File: config.mk
export PLATFORM = sky130hd
export DESIGN_NAME = nvm_csum_engine
export DESIGN_NICKNAME = d
export VERILOG_FILES = /design/src/rtl/nvm_csum_pkg.sv /design/src/rtl/nvm_csum_addr_seq.sv /design/src/rtl/nvm_csum_accum.sv /design/src/rtl/nvm_csum_ctrl.sv /design/src/rtl/nvm_csum_engine.sv
export SDC_FILE = /design/constraint.sdc
export NUM_CORES = 1
export LEC_CHECK = 0
export BUFFER_PORTS_ARGS = -buffer_cell sky130_fd_sc_hd__buf_2
export CAP_MARGIN = 20
export CORE_MARGIN = 3
export CORE_UTILIZATION = 40
export DETAILED_ROUTE_END_ITERATION = 10
export PLACE_DENSITY = 0.6
export SYNTH_ARGS = -nofsm -noshare
export SYNTH_HDL_FRONTEND = slang
export SYNTH_HIERARCHICAL = 1
export SYNTH_SLANG_ARGS = --single-unit
File: constraint.sdc
create_clock -name clk -period 2.6 [get_ports clk]
set_input_delay 0.13 -clock clk [delete_from_list [all_inputs] [get_ports clk]]
set_output_delay 0.13 -clock clk [all_outputs]
set_load 0.02 [all_outputs]
File: src/rtl/nvm_csum_pkg.sv
// Package: shared types for the checksum engine.
// Assumes: nothing beyond IEEE 1800-2017 enums.
package nvm_csum_pkg;

    // Outcome codes reported on status_o.
    typedef enum logic [1:0] {
        CS_OK       = 2'd0,
        CS_SUM_BAD  = 2'd1,
        CS_RD_FAULT = 2'd2,
        CS_WR_FAULT = 2'd3
    } cs_status_e;

    // Operation selected with the start pulse.
    typedef enum logic {
        MODE_CHECK = 1'b0,
        MODE_REGEN = 1'b1
    } cs_mode_e;

    // Controller states.
    typedef enum logic [2:0] {
        S_IDLE  = 3'd0,
        S_READ  = 3'd1,
        S_CHECK = 3'd2,
        S_WRITE = 3'd3,
        S_DONE  = 3'd4
    } cs_state_e;

endpackage

File: src/rtl/nvm_csum_addr_seq.sv
// Module: word address sequencer.
// Does: holds the current read address, clears it to zero, and steps it by one
//       on request. Flags when the address equals the supplied last index.
// Assumes: the controller never asks to advance past the last index.
module nvm_csum_addr_seq #(
    parameter int ADDR_W = 8
) (
    input  logic              clk,
    input  logic              rst_n,
    input  logic              clr_i,
    input  logic              adv_i,
    input  logic [ADDR_W-1:0] last_idx_i,
    output logic [ADDR_W-1:0] addr_o,
    output logic              at_last_o
);

    logic [ADDR_W-1:0] addr_q;

    // Address register: cleared on a new operation, stepped after each good read.
    always_ff @(posedge clk) begin
        if (!rst_n) begin
            addr_q <= '0;
        end else if (clr_i) begin
            addr_q <= '0;
        end else if (adv_i) begin
            addr_q <= addr_q + 1'b1;
        end
    end

    // Last-word compare drives the controller's end-of-walk decision.
    always_comb begin
        addr_o    = addr_q;
        at_last_o = (addr_q == last_idx_i);
    end

    // The controller only steps while below the last index.
    p_adv_in_range_r2: assert property (@(posedge clk) disable iff (!rst_n)
        adv_i |-> (addr_q < last_idx_i));

endmodule

File: src/rtl/nvm_csum_accum.sv
// Module: modular word accumulator.
// Does: keeps a DATA_W-bit running sum that wraps on overflow. Reports whether
//       the sum matches the target and forms the correction target - sum.
// Assumes: clear and add are never requested in the same cycle.
module nvm_csum_accum #(
    parameter int                DATA_W     = 16,
    parameter logic [DATA_W-1:0] SUM_TARGET = 16'hBABA
) (
    input  logic              clk,
    input  logic              rst_n,
    input  logic              clr_i,
    input  logic              add_i,
    input  logic [DATA_W-1:0] word_i,
    output logic              match_o,
    output logic [DATA_W-1:0] fix_o
);

    logic [DATA_W-1:0] sum_q;

    // Running sum: zeroed on a new operation, wraps modulo 2^DATA_W.
    always_ff @(posedge clk) begin
        if (!rst_n) begin
            sum_q <= '0;
        end else if (clr_i) begin
            sum_q <= '0;
        end else if (add_i) begin
            sum_q <= sum_q + word_i;
        end
    end

    // Compare and correction value, both taken from the settled sum.
    always_comb begin
        match_o = (sum_q == SUM_TARGET);
        fix_o   = SUM_TARGET - sum_q;
    end

    // Clear and accumulate come from exclusive controller states.
    p_no_clr_add_r3: assert property (@(posedge clk) disable iff (!rst_n)
        !(clr_i && add_i));

endmodule

File: src/rtl/nvm_csum_ctrl.sv
// Module: operation controller.
// Does: accepts start when idle, latches the mode, and issues reads one at a
//       time. On the last read it moves to the compare or the write-back.
//       It ends on the first read error or on the write acknowledge, with a
//       one-cycle done pulse and a held status code.
// Assumes: acknowledges arrive only while the matching request is high.
module nvm_csum_ctrl
    import nvm_csum_pkg::*;
#(
    parameter bit REGEN_EMPTY = 1'b0
) (
    input  logic       clk,
    input  logic       rst_n,
    input  logic       start_i,
    input  logic       mode_i,
    input  logic       rd_ack_i,
    input  logic       rd_err_i,
    input  logic       wr_ack_i,
    input  logic       wr_err_i,
    input  logic       at_last_i,
    input  logic       sum_match_i,
    output logic       rd_req_o,
    output logic       wr_req_o,
    output logic       seq_clr_o,
    output logic       seq_adv_o,
    output logic       acc_clr_o,
    output logic       acc_add_o,
    output logic       regen_o,
    output logic       busy_o,
    output logic       done_o,
    output logic [1:0] status_o
);

    cs_state_e  state_q, state_d;
    cs_mode_e   mode_q;
    cs_status_e status_q, status_d;
    logic       accept;

    // Start is taken only from idle; any pulse while busy is dropped.
    always_comb begin
        accept = (state_q == S_IDLE) && start_i;
    end

    // Next-state, datapath strobes and completion code.
    always_comb begin
        state_d   = state_q;
        status_d  = status_q;
        seq_clr_o = 1'b0;
        seq_adv_o = 1'b0;
        acc_clr_o = 1'b0;
        acc_add_o = 1'b0;
        unique case (state_q)
            S_IDLE: begin
                if (accept) begin
                    seq_clr_o = 1'b1;
                    acc_clr_o = 1'b1;
                    if ((cs_mode_e'(mode_i) == MODE_REGEN) && REGEN_EMPTY) begin
                        state_d = S_WRITE;
                    end else begin
                        state_d = S_READ;
                    end
                end
            end
            S_READ: begin
                if (rd_ack_i) begin
                    if (rd_err_i) begin
                        status_d = CS_RD_FAULT;
                        state_d  = S_DONE;
                    end else begin
                        acc_add_o = 1'b1;
                        if (at_last_i) begin
                            state_d = (mode_q == MODE_REGEN) ? S_WRITE : S_CHECK;
                        end else begin
                            seq_adv_o = 1'b1;
                        end
                    end
                end
            end
            S_CHECK: begin
                status_d = sum_match_i ? CS_OK : CS_SUM_BAD;
                state_d  = S_DONE;
            end
            S_WRITE: begin
                if (wr_ack_i) begin
                    status_d = wr_err_i ? CS_WR_FAULT : CS_OK;
                    state_d  = S_DONE;
                end
            end
            S_DONE: begin
                state_d = S_IDLE;
            end
            default: begin
                state_d = S_IDLE;
            end
        endcase
    end

    // State, mode and status registers.
    always_ff @(posedge clk) begin
        if (!rst_n) begin
            state_q  <= S_IDLE;
            mode_q   <= MODE_CHECK;
            status_q <= CS_OK;
        end else begin
            state_q  <= state_d;
            status_q <= status_d;
            if (accept) begin
                mode_q <= cs_mode_e'(mode_i);
            end
        end
    end

    // Port-facing decodes of the state.
    always_comb begin
        rd_req_o = (state_q == S_READ);
        wr_req_o = (state_q == S_WRITE);
        regen_o  = (mode_q == MODE_REGEN);
        busy_o   = (state_q != S_IDLE);
        done_o   = (state_q == S_DONE);
        status_o = status_q;
    end

    // Done lasts a single cycle.
    p_done_pulse_r9: assert property (@(posedge clk) disable iff (!rst_n)
        done_o |=> !done_o);

    // Busy drops right after done.
    p_idle_after_done_r9: assert property (@(posedge clk) disable iff (!rst_n)
        done_o |=> !busy_o);

    // A failed read ends the walk with no further traffic.
    p_rd_err_stop_r6: assert property (@(posedge clk) disable iff (!rst_n)
        (rd_req_o && rd_ack_i && rd_err_i) |=> (done_o && !rd_req_o && !wr_req_o));

    // A start seen while busy leaves the latched mode alone.
    p_start_ignored_r8: assert property (@(posedge clk) disable iff (!rst_n)
        (busy_o && start_i) |=> $stable(mode_q));

    // Writes happen only in regenerate runs.
    p_wr_only_regen_r10: assert property (@(posedge clk) disable iff (!rst_n)
        wr_req_o |-> (mode_q == MODE_REGEN));

endmodule

File: src/rtl/nvm_csum_engine.sv
// Module: checksum verify/regenerate engine (top).
// Does: ties the controller, the address sequencer and the accumulator to the
//       read and write request/acknowledge ports. Check runs read words
//       0..CSUM_IDX; regenerate runs read 0..CSUM_IDX-1 and write the
//       correction word to CSUM_IDX.
// Assumes: CSUM_IDX fits in ADDR_W bits; the memory side holds at most one
//          acknowledge per request and returns data and error with it.
module nvm_csum_engine
    import nvm_csum_pkg::*;
#(
    parameter int                ADDR_W     = 8,
    parameter int                DATA_W     = 16,
    parameter int                CSUM_IDX   = 63,
    parameter logic [DATA_W-1:0] SUM_TARGET = 16'hBABA
) (
    input  logic              clk,
    input  logic              rst_n,
    input  logic              start_i,
    input  logic              mode_i,
    output logic              busy_o,
    output logic              done_o,
    output logic [1:0]        status_o,
    output logic              rd_req_o,
    output logic [ADDR_W-1:0] rd_addr_o,
    input  logic              rd_ack_i,
    input  logic              rd_err_i,
    input  logic [DATA_W-1:0] rd_data_i,
    output logic              wr_req_o,
    output logic [ADDR_W-1:0] wr_addr_o,
    output logic [DATA_W-1:0] wr_data_o,
    input  logic              wr_ack_i,
    input  logic              wr_err_i
);

    localparam logic [ADDR_W-1:0] CHECK_LAST  = ADDR_W'(CSUM_IDX);
    localparam bit                REGEN_EMPTY = (CSUM_IDX == 0);
    localparam logic [ADDR_W-1:0] REGEN_LAST  = REGEN_EMPTY ? '0 : ADDR_W'(CSUM_IDX - 1);

    logic              seq_clr, seq_adv, acc_clr, acc_add, regen;
    logic              at_last, sum_match;
    logic [ADDR_W-1:0] last_idx;
    logic [DATA_W-1:0] fix_word;

    // The last index read depends on the latched mode.
    always_comb begin
        last_idx = regen ? REGEN_LAST : CHECK_LAST;
    end

    nvm_csum_ctrl #(
        .REGEN_EMPTY (REGEN_EMPTY)
    ) ctrl_i (
        .clk         (clk),
        .rst_n       (rst_n),
        .start_i     (start_i),
        .mode_i      (mode_i),
        .rd_ack_i    (rd_ack_i),
        .rd_err_i    (rd_err_i),
        .wr_ack_i    (wr_ack_i),
        .wr_err_i    (wr_err_i),
        .at_last_i   (at_last),
        .sum_match_i (sum_match),
        .rd_req_o    (rd_req_o),
        .wr_req_o    (wr_req_o),
        .seq_clr_o   (seq_clr),
        .seq_adv_o   (seq_adv),
        .acc_clr_o   (acc_clr),
        .acc_add_o   (acc_add),
        .regen_o     (regen),
        .busy_o      (busy_o),
        .done_o      (done_o),
        .status_o    (status_o)
    );

    nvm_csum_addr_seq #(
        .ADDR_W (ADDR_W)
    ) seq_i (
        .clk        (clk),
        .rst_n      (rst_n),
        .clr_i      (seq_clr),
        .adv_i      (seq_adv),
        .last_idx_i (last_idx),
        .addr_o     (rd_addr_o),
        .at_last_o  (at_last)
    );

    nvm_csum_accum #(
        .DATA_W     (DATA_W),
        .SUM_TARGET (SUM_TARGET)
    ) acc_i (
        .clk     (clk),
        .rst_n   (rst_n),
        .clr_i   (acc_clr),
        .add_i   (acc_add),
        .word_i  (rd_data_i),
        .match_o (sum_match),
        .fix_o   (fix_word)
    );

    // Write-back always targets the checksum slot with the correction word.
    always_comb begin
        wr_addr_o = CHECK_LAST;
        wr_data_o = fix_word;
    end

    // A pending read keeps its request and address until acknowledged.
    p_rd_addr_hold_r2: assert property (@(posedge clk) disable iff (!rst_n)
        (rd_req_o && !rd_ack_i) |=> (rd_req_o && $stable(rd_addr_o)));

    // A pending write keeps its data until acknowledged.
    p_wr_data_hold_r5: assert property (@(posedge clk) disable iff (!rst_n)
        (wr_req_o && !wr_ack_i) |=> (wr_req_o && $stable(wr_data_o)));

    // Only one access is ever outstanding.
    p_no_rw_overlap_r10: assert property (@(posedge clk) disable iff (!rst_n)
        !(rd_req_o && wr_req_o));

endmodule

## After elaboration in Yosys (flattened, before gate mapping)

Cells that the tools add are included.

- Register bits after elaboration: 30
- Bits of input ports: 24
- Output and inout port bits: 38
- Word-level logic and storage cells: 50

- Add/subtract/negate cells: 3
- Eq/ne operators: 11
- Multiplexer cells: 23
- Bitwise gates (word level): 1
- Reduce and logical (&&, ||, !) cells: 7

Operator list:

| cell | count |
|---|---|
| $add 16x16->16 | 1 |
| $eq 16x16->1 const B | 1 |
| $sub 16x16->16 const A | 1 |
| $mux 3 | 5 |
| $mux 1 | 12 |
| $pmux 3 s4 | 1 |
| $add 8x1->8 const B | 1 |
| $eq 8x6->1 | 1 |
| $mux 2 | 4 |
| $ne 2x1->1 const B | 4 |
| $reduce_and 4->1 | 2 |
| $eq 3x2->1 const B | 2 |
| $pmux 2 s3 | 1 |
| $reduce_bool 3->1 | 2 |
| $eq 3x1->1 const B | 1 |
| $eq 3x3->1 const B | 1 |
| $logic_not 3->1 | 1 |
| $ne 3x1->1 const B | 1 |
| $reduce_or 2->1 | 1 |
| $logic_and 1x1->1 | 1 |
| $not 1->1 | 1 |

## Logic depth before layout (Yosys ltp)

Gate-level depths: netlist of the first run.

- Depth in word-level cells: 6
- Mapped depth: 9
- Depth with buffers taken out: 8

## Hierarchy

Netlist of the first run, hierarchy kept.

By module, submodules not included:

| module | instances | cells each | area an instance (um^2) | seq. area each (um^2) |
|---|---|---|---|---|
| nvm_csum_accum | 1 | 201 | 1,622.8 | 320.3 |
| nvm_csum_addr_seq | 1 | 50 | 434.2 | 160.2 |
| nvm_csum_ctrl | 1 | 49 | 381.6 | 120.1 |
| nvm_csum_engine | 1 | 11 | 71.3 | 0.0 |

## Worst setup path after synthesis of the first run

No wires, ideal clock.

- Path kind: reg-to-reg
- Start: reg acc_i.sum_q[0]
- End: reg acc_i.sum_q[12]
- Setup time: 70 ps
- Arrival: 2,137 ps
- Required time: 2,530 ps
- Slack: 393 ps
- Cell stages (with the launch flop): 9
- Path buffers: 0
- Clock period less this slack: 2,207 ps
- Cells stage by stage: dfxtp_1 ha_1 fa_1 a21oi_1 o21ai_1 a2111oi_2 nor2_1 mux2_1 a21oi_1

- Cells in the longest elaborated chain, start to end: 1

RTL lines:

| what | RTL line | source |
|---|---|---|
| start, declared | nvm_csum_accum.sv:18 | `logic [DATA_W-1:0] sum_q;` |
| start signal, assigned | nvm_csum_accum.sv:27 | `sum_q <= sum_q + word_i;` |
| $add 16x16->16 | nvm_csum_accum.sv:27 |  |

No other way between the ends.
A chain may end at the register's enable or synchronous reset.

## Worst setup path in the final report of the first run

Same ends and word-level chain as after synthesis.

==> qor.yml, run 1 <==
ys_seq_elements: 30
relSlewSlack_pct: 61.7
ff2ff_path_depth: 8
setup_viol: 0
critPathCapture: "acc_i/sum_q[12]"
rsz0062_at_grt: "no"
rr_startpoint: "acc_i/sum_q[0]"
rr_endpoint: "acc_i/sum_q[12]"
numCtsBuffers: 5
drtIter0Drc: 87
seq_area_sq_um: 601
switching_share_pct: 31.9
worstSetupPathType: "flop to flop"
cts.sinks: 30
endpoint_kind: "flop"
nFillCells: 624
p_comb_share_pct: 20.2
cts_tree: "yes"
diodes: 0
internal_power_uw: 745
finalClockSkew_ns: 0.00677
synth_area_sq_mm: 0.00251
die_area_sq_mm: 0.00726
cts_buffer_depth: 2
vias: 2363
clkPwrFrac_pct: 35.4
ys_types: 61
tightestPinTransition_ns: 0.574
cp.required_ns: 2.81
status: "complete, no violations"
fp.dieH_microns: 85.2
drv_cap: 0
fin_crit_ns: 2.37
period_share_pct: 91.2
path_clk_slew_ns: 0.07
routed_wl_microns: 6120
syn_to_final_growth_pct: 14.6
startpoint: "acc_i/sum_q[0]"
grt_first_pass_wirelength_microns: 9920
final_core_util_pct: 48.0
final.setup.tns_ns: 0
cts_max_level: 2
drc: 0
cts.repair.resized: 0
switchingPower_uw: 348
synth_warnings: 6
p_seq_share_pct: 44.5
finalNetCount: 409
antenna_left: 0
hp-class: "input port to flop"
dp_hpwl_microns: 4630
path_max_fanout: 6
wl_per_cell_microns: 13.8
reg2reg_slack_ns: 0.23
portBuffers: 53
seq_area_frac_synth_pct: 23.9
power_density_mw_per_mm2: 380
synthFlopType: "dfxtp_1"
ios: 62
crit_arrival_ns: 2.58
grt_use_total_pct: 16.8
avgViaCountPerCell: 5.35
worstSetupStartpointType: "flop"
slew_viol_final: 0
synthArstFlopShare_pct: 0
final_layout_size_suffix_gt1_share_pct: 20.4
die_w_microns: 85.2
clkLatencyLatePin_ns: 0.29
power_uw: 1090
rows: 28
vdd_drop_max_uv: 192
dr.pass1.iters: 4
gp_congestion: 0.826
synth_edf_count: 0
max_freq_mhz: 422
p_leak_uw: 0.00122
ctsRootBufferMaster: "clkbuf_8"
avgSynthCellArea_sq_um: 8.07
grt_pass1_vias: 2214
grt_max_degree: 19
multi_input_area_sq_mm: 0.00176
gr-total-overflow: 0
coreArea_sq_mm: 0.00599
initial_utilization_pct: 41.9
synthCells: 311
final_hold_viol_count: 0
antenna_found_initial: 0
==> final cells by class <==
class | instances | share of cell area, %
well taps | 75 | 3.26
clock buffers | 5 | 2.39
clock inverters | 3 | 0.739
flip-flops and latches | 30 | 20.9
multi-input cells | 262 | 61.2
inverters | 11 | 1.52
repair buffers | 56 | 10.0
==> per-layer routing <==
| metal | track usage (%) | vias up | wire [microns] |
|---|---|---|---|
| met4 | 4.32 | 0 | 46 |
| li1 | - | 1208 | - |
| met2 | 27.8 | 50 | 2940 |
| met1 | 22.1 | 1101 | 2780 |
| met3 | 3.79 | 4 | 345 |
| met5 | 0 | - | 0 |
==> worst max-delay path: stages (launching register included) <==
cell	delay [ns]
dfxtp_1	0.36
ha_1	0.23
fa_1	0.41
a21oi_1	0.21
o21ai_1	0.12
a2111oi_2	0.38
nor2_1	0.14
mux2_1	0.32
a21oi_1	0.11
==> placed cells by master (no fill, tap or decap), types with 3 or more instances in the layout <==
cell | netlist | final
nand2b_1 | 3 | 3
xor2_1 | 12 | 12
conb_1 | 2 | 15
o21ai_1 | 4 | 4
nand4_1 | 6 | 6
o21ai_0 | 18 | 18
buf_2 | 1 | 53
inv_1 | 10 | 10
dfxtp_1 | 30 | 30
mux2i_1 | 8 | 8
buf_4 | 11 | 3
o21a_1 | 3 | 3
nand3_1 | 20 | 20
xnor2_1 | 19 | 19
or3_1 | 6 | 6
a21oi_1 | 25 | 25
nor2b_1 | 9 | 9
nand2_1 | 18 | 18
ha_1 | 18 | 18
clkbuf_8 | 0 | 5
nor3_1 | 5 | 5
o211ai_1 | 3 | 3
nor2_1 | 21 | 21
o21bai_1 | 5 | 5
and3_1 | 4 | 4
==> synthesized netlist by cell type, types with 3 or more instances <==
master | instances | area share [%]
o21ai_1 | 4 | 0.80
o21a_1 | 3 | 0.90
nor3_1 | 5 | 1.0
xor2_1 | 12 | 4.2
nand3_1 | 20 | 4.0
o21bai_1 | 5 | 1.5
inv_1 | 10 | 1.5
nor2b_1 | 9 | 2.2
buf_6 | 4 | 1.8
xnor2_1 | 19 | 6.6
o211ai_1 | 3 | 0.90
nand4_1 | 6 | 1.5
nor2_1 | 21 | 3.1
and3_1 | 4 | 1.0
mux2i_1 | 8 | 3.2
dfxtp_1 | 30 | 24
nand2_1 | 18 | 2.7
ha_1 | 18 | 9.0
buf_4 | 11 | 3.3
nand2b_1 | 3 | 0.75
o21ai_0 | 18 | 3.6
or3_1 | 6 | 1.5
a21oi_1 | 25 | 5.0
==> worst min path at each step <==
stage	startpoint	endpoint	slack, ns	depth (start not counted)
after floorplan	rst_n	ctrl_i/state_q[1]	0.24	2
after global placement	mode_i	ctrl_i/regen_o	0.39	3
after detailed placement	mode_i	ctrl_i/regen_o	0.42	3
after CTS	mode_i	ctrl_i/regen_o	0.11	3
after global routing	mode_i	ctrl_i/regen_o	0.12	3
final	mode_i	ctrl_i/regen_o	0.11	3
==> logic make-up after synthesis <==
kind of cell,count (synthesis),share of synthesized area (%)
and+or+nand+nor,108,23.3
AOI/OAI and AO/OA,80,20.4
buffers and inverters,32,7.88
xor gates and xnor gates,31,10.8
DFF,30,23.9
adders and majority gates,19,9.77
muxes,9,3.64
other,2,0.299
==> stage by stage <==
stage	hold WS, ns	instances	instance area, sq um	setup WS, ns
2_1_floorplan	0.244	324	2560	0.393
3_3_place_gp	0.387	434	2790	0.241
3_5_place_dp	0.417	434	2790	0.222
4_1_cts	0.112	442	2880	0.179
5_1_grt	0.116	442	2880	0.0407
6_report	0.110	442	2880	0.229
==> registers in the layout, indices dropped and copies added, names as in the netlist <==
register,cells
seq_i/addr_o,8
ctrl_i/state_q,3
acc_i/sum_q,16
ctrl_i/status_o,2
ctrl_i/regen_o,1
==> power groups by stage <==
stage                     sequential, uW  combinational (uW)  clock, uW
after floorplan                      491                 179          0
after global placement               496                 218          0
after detailed placement             497                 219          0
after CTS                            486                 220        401
after global routing                 488                 245        419
final                                486                 220        387
==> repair_timing <==
| item | in CTS | in global routing |
|---|---|---|
| setup buffers | 0 | 0 |
| endpoints found under the setup margin | 0 | 1 |
| hold buffers | 0 | 0 |
| hold endpoints to repair | 0 | 0 |
(Power assumes the default switching activity.)
==> run 2: changes to the inputs <==
Settings changed: PLACE_DENSITY 0.6 to 0.74, TNS_END_PERCENT from default to 5.
Clock period 2.6 ns to 2.4 ns, I/O delays scaled along.
==> run 2 against run 1 <==
Compared with the run above:
- clock power rose by 68%
- non-clock buffer count rose by 7
- sequential cell count stayed put
- clock skew rose by 0.0013 ns
- die area did not move
- worst hold slack worse by 0.015 ns
- register-to-register slack lost 0.099 ns
- count of clock-buffer cells in the layout rose by 1
- routed wire length shrank 0.46%
- via count increased by 2.0%
- global-route usage rose by 0.51 points
- critical path depth stayed put
- largest power group is now the clock network
==> qor.yml, run 2 (synthesis gave the netlist of run 1 again) <==
final_layout_size_suffix_gt1_share_pct: 22.5  # +2.0 points
numCtsBuffers: 5  # unchanged
antenna_left: 0  # unchanged
worstSetupPathType: "flop to primary output"
fin_area_sq_mm: 0.00299  # +3.9%
drv_cap: 0  # unchanged
cts_setup_buffers: 0  # unchanged
grt_use_total_pct: 17.3  # +0.51 points
grt_pass1_vias: 2280  # +3.0%
period_share_pct: 97.2
finalNetCount: 416  # +1.7%
grt_max_degree: 14  # -5
path_max_fanout: 6  # unchanged
tightestPinTransition_ns: 0.573  # -0.00133 ns
syn_to_final_growth_pct: 19.0
rows: 28  # unchanged
cp.required_ns: 2.28  # -0.53 ns
endpoint_kind: "primary output"
die_area_sq_mm: 0.00726  # unchanged
slew_viol_final: 0  # unchanged
portBuffers: 53  # unchanged
gp_congestion: 0.892  # +7.9%
final.setup.tns_ns: 0  # unchanged
cts.sinks: 30  # unchanged
finalClockSkew_ns: 0.00807  # +0.00130 ns
drtIter0Drc: 142  # +63%
power_density_mw_per_mm2: 476  # +25%
coreArea_sq_mm: 0.00599  # unchanged
worstSetupStartpointType: "flop"
setup_viol: 0  # unchanged
final_hold_viol_count: 0  # unchanged
dp_hpwl_microns: 4810  # +3.7%
vdd_drop_max_uv: 336  # +75%
drc: 0  # unchanged
p_leak_uw: 0.00129  # +5.2%
whs_ns: 0.0952  # -0.0148 ns
hp-class: "input port to flop"
cts_buffer_depth: 2  # unchanged
path_clk_slew_ns: 0.07  # about the same
ctsRootBufferMaster: "clkbuf_8"
avgViaCountPerCell: 5.37  # +0.40%
vias: 2410  # +2.0%
crit_chain: "buf_4, a21oi_1, o21bai_1, a21oi_1, o21bai_1, a21oi_1, xor2_1, buf_2"
holdBufCountCts: 0  # unchanged
power_uw: 1420  # +30%
largest_reg_flops: 16  # unchanged
cts_max_level: 2  # unchanged
grt_first_pass_wirelength_microns: 10300  # +3.6%
diodes: 0  # unchanged
relSlewSlack_pct: 61.8  # +0.089 points
layout_common_cells: "buf_2 (53), dfxtp_1 (30), a21oi_1 (24)"
crit_arrival_ns: 2.21  # -0.37 ns
initial_utilization_pct: 41.9  # unchanged
top_register: "acc_i/sum_q"
dr.pass1.iters: 4  # unchanged
routed_wl_microns: 6090  # -0.46%
fin_crit_ns: 2.33
antenna_found_initial: 0  # unchanged
status: "complete, no violations"
clkLatencyLatePin_ns: 0.29  # about the same
max_freq_mhz: 429
fp.dieH_microns: 85.2  # unchanged
cts_tree: "yes"
gr-total-overflow: 0  # unchanged
wl_per_cell_microns: 13.6  # -2.0%
rsz0062_at_grt: "yes"
slowest_delay_ns: 0.33  # -0.08 ns
layout_commonest_cell: "buf_2"
crit_slowest_cell: "dfxtp_1"
ios: 62  # unchanged
dpl_cell_area_sq_mm: 0.00284  # +1.9%
cpMostUsedCell: "a21oi_1"
die_w_microns: 85.2  # unchanged
reg2reg_slack_ns: 0.13  # -0.10 ns
-- run 2: changes by cell type in the layout (fill, tap and decap cells not counted), sizes merged --
| cell | delta |
|---|---|
| buf | +7 |
| bufinv | +2 |
| clkinv | -2 |
| clkbuf | +1 |
| clkinvlp | -1 |
-- run 2: per-layer routing --
layer  GRT usage, %  up-vias  wire length (microns)
li1               -     1228                      -
met1           22.3     1097                   2690
met2           28.2       73                   2850
met3           4.27       12                    436
met4           5.90        0                    110
met5              0        -                      0
-- run 2: area by class of cell --
type	instances	area (sq um)
Fill cell	596	3000
Multi-Input combinational cell	262	1770
Sequential cell	30	601
Timing Repair Buffer	63	340
Tap cell	75	93.8
Clock buffer	6	82.6
Clock inverter	2	60.1
Inverter	11	43.8
-- run 2: path summary, 6_finish.rpt --
kind                      startpoint                 end  depth (start not counted)
hold reg to reg   ctrl_i/status_o[0]  ctrl_i/status_o[0]                          2
hold / removal                mode_i      ctrl_i/regen_o                          3
setup reg to reg      acc_i/sum_q[8]     acc_i/sum_q[15]                          7
setup / recovery      acc_i/sum_q[2]       wr_data_o[15]                          8
-- run 2: timing repair --
action | CTS | global route
resized for setup | 1 | 2
pin swaps | 0 | 2
endpoints found under the setup margin | 2 | 6
-- run 2: metrics by stage --
step | instances | worst slack, ns | utilization [%]
5_1_grt | 449 | -0.0745 | 49.9
2_1_floorplan | 324 | 0.193 | -
3_3_place_gp | 441 | 0.128 | 47.4
4_1_cts | 449 | 0.0507 | 49.8
3_5_place_dp | 441 | 0.0749 | 47.4
6_report | 449 | 0.0680 | 49.9
-- run 2: power by group --
group	switching (uW)	internal (uW)
clock	209	443
sequential	15.1	508
combinational	148	99.3
total	372	1050
-- run 2: critical path: cells and delay by family (launching register included) --
kind            cells  cell delay (ns)
compound gates      5             1.08
xor+xnor            1             0.18
buf+inv             2             0.35
flops               1             0.33
==> run 3: changes to the inputs <==
Settings changed: REMOVE_ABC_BUFFERS from default to 1.
==> run 3 against run 2 <==
Compared with the run above:
- setup slack better by 0.11 ns
- cell area shrank 1.0%
- non-clock buffer count stayed put
- sequential power about the same
- count of clock-buffer cells in the layout increased by 1
- power is 16% lower
- utilization shrank 0.50 points
- sequential share of layout area is 0.25 points higher
- routed wire length shrank 3.8%
- via count is 1.2% lower
- worst hold slack improved by 0.0054 ns
- clock power down 35%
==> qor.yml, run 3 (synthesis gave the netlist of run 1 again) <==
status: "complete, no violations"
cpMostUsedCell: "a21oi_1"
rows: 28  # unchanged
gr-total-overflow: 0  # unchanged
crit_chain: "ha_1, a21oi_1, nor3_1, a41o_1, o31a_1, or4_1, a21oi_1"
ios: 62  # unchanged
antenna_left: 0  # unchanged
relSlewSlack_pct: 62.3  # +0.48 points
setup_viol: 0  # unchanged
p_comb_share_pct: 20.6  # +3.2 points
grt_use_total_pct: 16.6  # -0.75 points
ff2ff_path_depth: 7  # unchanged
vdd_drop_max_uv: 249  # -26%
ctsRootBufferMaster: "clkbuf_8"
path_max_fanout: 6  # unchanged
endpoint_kind: "flop"
power_density_mw_per_mm2: 404  # -15%
grt_max_degree: 19  # +5
diodes: 0  # unchanged
worstSetupStartpointType: "flop"
top_register: "acc_i/sum_q"
grt_pass1_vias: 2260  # -0.88%
syn_to_final_growth_pct: 17.8
switchingPower_uw: 355  # -4.6%
finalNetCount: 416  # unchanged
antenna_found_initial: 1  # +1
hold_depth: 3  # unchanged
hp-class: "input port to flop"
final_hold_viol_count: 0  # unchanged
dp.cells: 441  # unchanged
largest_reg_flops: 16  # unchanged
vias: 2380  # -1.2%
final_core_util_pct: 49.4  # -0.50 points
max_freq_mhz: 451  # +5.2%
p_seq_share_pct: 43.9  # +7.1 points
clkPwrFrac_pct: 35.5  # -10 points
dp_hpwl_microns: 4570  # -4.9%
numCtsBuffers: 5  # unchanged
final_layout_size_suffix_gt1_share_pct: 23.0  # +0.53 points
cts_buffer_depth: 2  # unchanged
slowest_delay_ns: 0.42  # +0.09 ns
path_clk_slew_ns: 0.07  # about the same
fin_crit_ns: 2.22  # -0.114 ns
cts_max_level: 2  # unchanged
die_area_sq_mm: 0.00726  # unchanged
slew_viol_final: 0  # unchanged
clkLatencyLatePin_ns: 0.28  # about the same
internal_power_uw: 840  # -20%
switching_share_pct: 29.7  # +3.6 points
routed_wl_microns: 5850  # -3.8%
wl_per_cell_microns: 13.0  # -3.8%
cp.required_ns: 2.60  # +0.32 ns
fp.dieH_microns: 85.2  # unchanged
final_cell_count_no_fill: 449  # unchanged
initial_utilization_pct: 41.9  # unchanged
finalClockSkew_ns: 0.00382  # -0.00425 ns
crit_slowest_cell: "dfxtp_1"
worstSetupPathType: "flop to flop"
gp_congestion: 0.870  # -2.4%
whs_ns: 0.101  # +0.00543 ns
portBuffers: 53  # unchanged
dr.pass1.iters: 4  # unchanged
period_share_pct: 92.4  # -4.8 points
cts_tree: "yes"
drc: 0  # unchanged
rsz0062_at_grt: "no"
cts_setup_buffers: 0  # unchanged
p_leak_uw: 0.00127  # -1.4%
final.setup.tns_ns: 0  # unchanged
cts.sinks: 30  # unchanged
holdBufCountCts: 0  # unchanged
die_w_microns: 85.2  # unchanged
layout_common_cells: "buf_2 (53), dfxtp_1 (29), a21oi_1 (23)"
power_uw: 1190  # -16%
grt_first_pass_wirelength_microns: 10000  # -2.7%
coreArea_sq_mm: 0.00599  # unchanged
layout_commonest_cell: "buf_2"
drtIter0Drc: 117  # -18%
crit_arrival_ns: 2.42  # +0.21 ns
avgViaCountPerCell: 5.30  # -1.2%
tightestPinTransition_ns: 0.558  # -0.0150 ns
drv_cap: 0  # unchanged
-- run 3: cell types whose count changed in the layout (fill, tap and decap cells not counted), sizes merged --
cell / before / now
clkbuf: 6 / 7
bufinv: 2 / 0
clkinv: 0 / 1
-- run 3: per-layer routing --
metal  track usage [%]  vias up  share of wire (%)  routed length, microns
met4              3.60        2               0.84                      49
met5                 0        -               0.19                      11
met1              21.9     1079                 46                    2700
met2              27.2       75                 46                    2670
li1                  -     1216                  -                       -
met3              4.37        8                7.3                     426
-- run 3: through the flow --
stage | worst slack, ns | cell area (sq um)
3_5_place_dp | 0.0319 | 2840
4_1_cts | 0.00299 | 2930
6_report | 0.182 | 2960
2_1_floorplan | 0.0865 | 2400
3_3_place_gp | 0.111 | 2840
5_1_grt | 0.0236 | 2960
-- run 3: area by class of cell --
| type | count | area [sq um] |
|---|---|---|
| Fill cell | 587 | 3030 |
| Clock buffer | 7 | 86.3 |
| Tap cell | 75 | 93.8 |
| Inverter | 11 | 43.8 |
| Timing Repair Buffer | 63 | 340 |
| Clock inverter | 1 | 5.00 |
| Sequential cell | 30 | 602 |
| Multi-Input combinational cell | 262 | 1790 |
-- run 3: worst max-delay path: cells and delay by family (launching register included) --
kind | cells | cell delay [ns]
AND/OR/NAND/NOR | 2 | 0.49
adder cells (fa/ha/maj) | 1 | 0.33
AO/OA/AOI/OAI | 4 | 0.92
flip-flops | 1 | 0.42
-- run 3: final timing paths --
kind / start / slack (ns) / to
setup / recovery: acc_i/sum_q[10] / 0.18 / acc_i/sum_q[15]
hold / removal: mode_i / 0.10 / ctrl_i/regen_o
setup reg to reg: acc_i/sum_q[10] / 0.18 / acc_i/sum_q[15]
hold reg to reg: ctrl_i/status_o[0] / 0.45 / ctrl_i/status_o[0]
-- run 3: power by group through the flow --
| stage | sequential (uW) | combinational, uW | clock [uW] |
|---|---|---|---|
| after floorplan | 535 | 164 | 0 |
| after global placement | 534 | 239 | 0 |
| after detailed placement | 535 | 243 | 0 |
| after CTS | 523 | 245 | 443 |
| after global routing | 525 | 276 | 463 |
| final | 524 | 247 | 424 |
-- run 3: repair_timing --
| action | 4_1_cts | 5_1_grt |
|---|---|---|
| gates resized for setup | 0 | 7 |
| endpoints found under the hold margin | 0 | 0 |
| endpoints found under the setup margin | 0 | 6 |
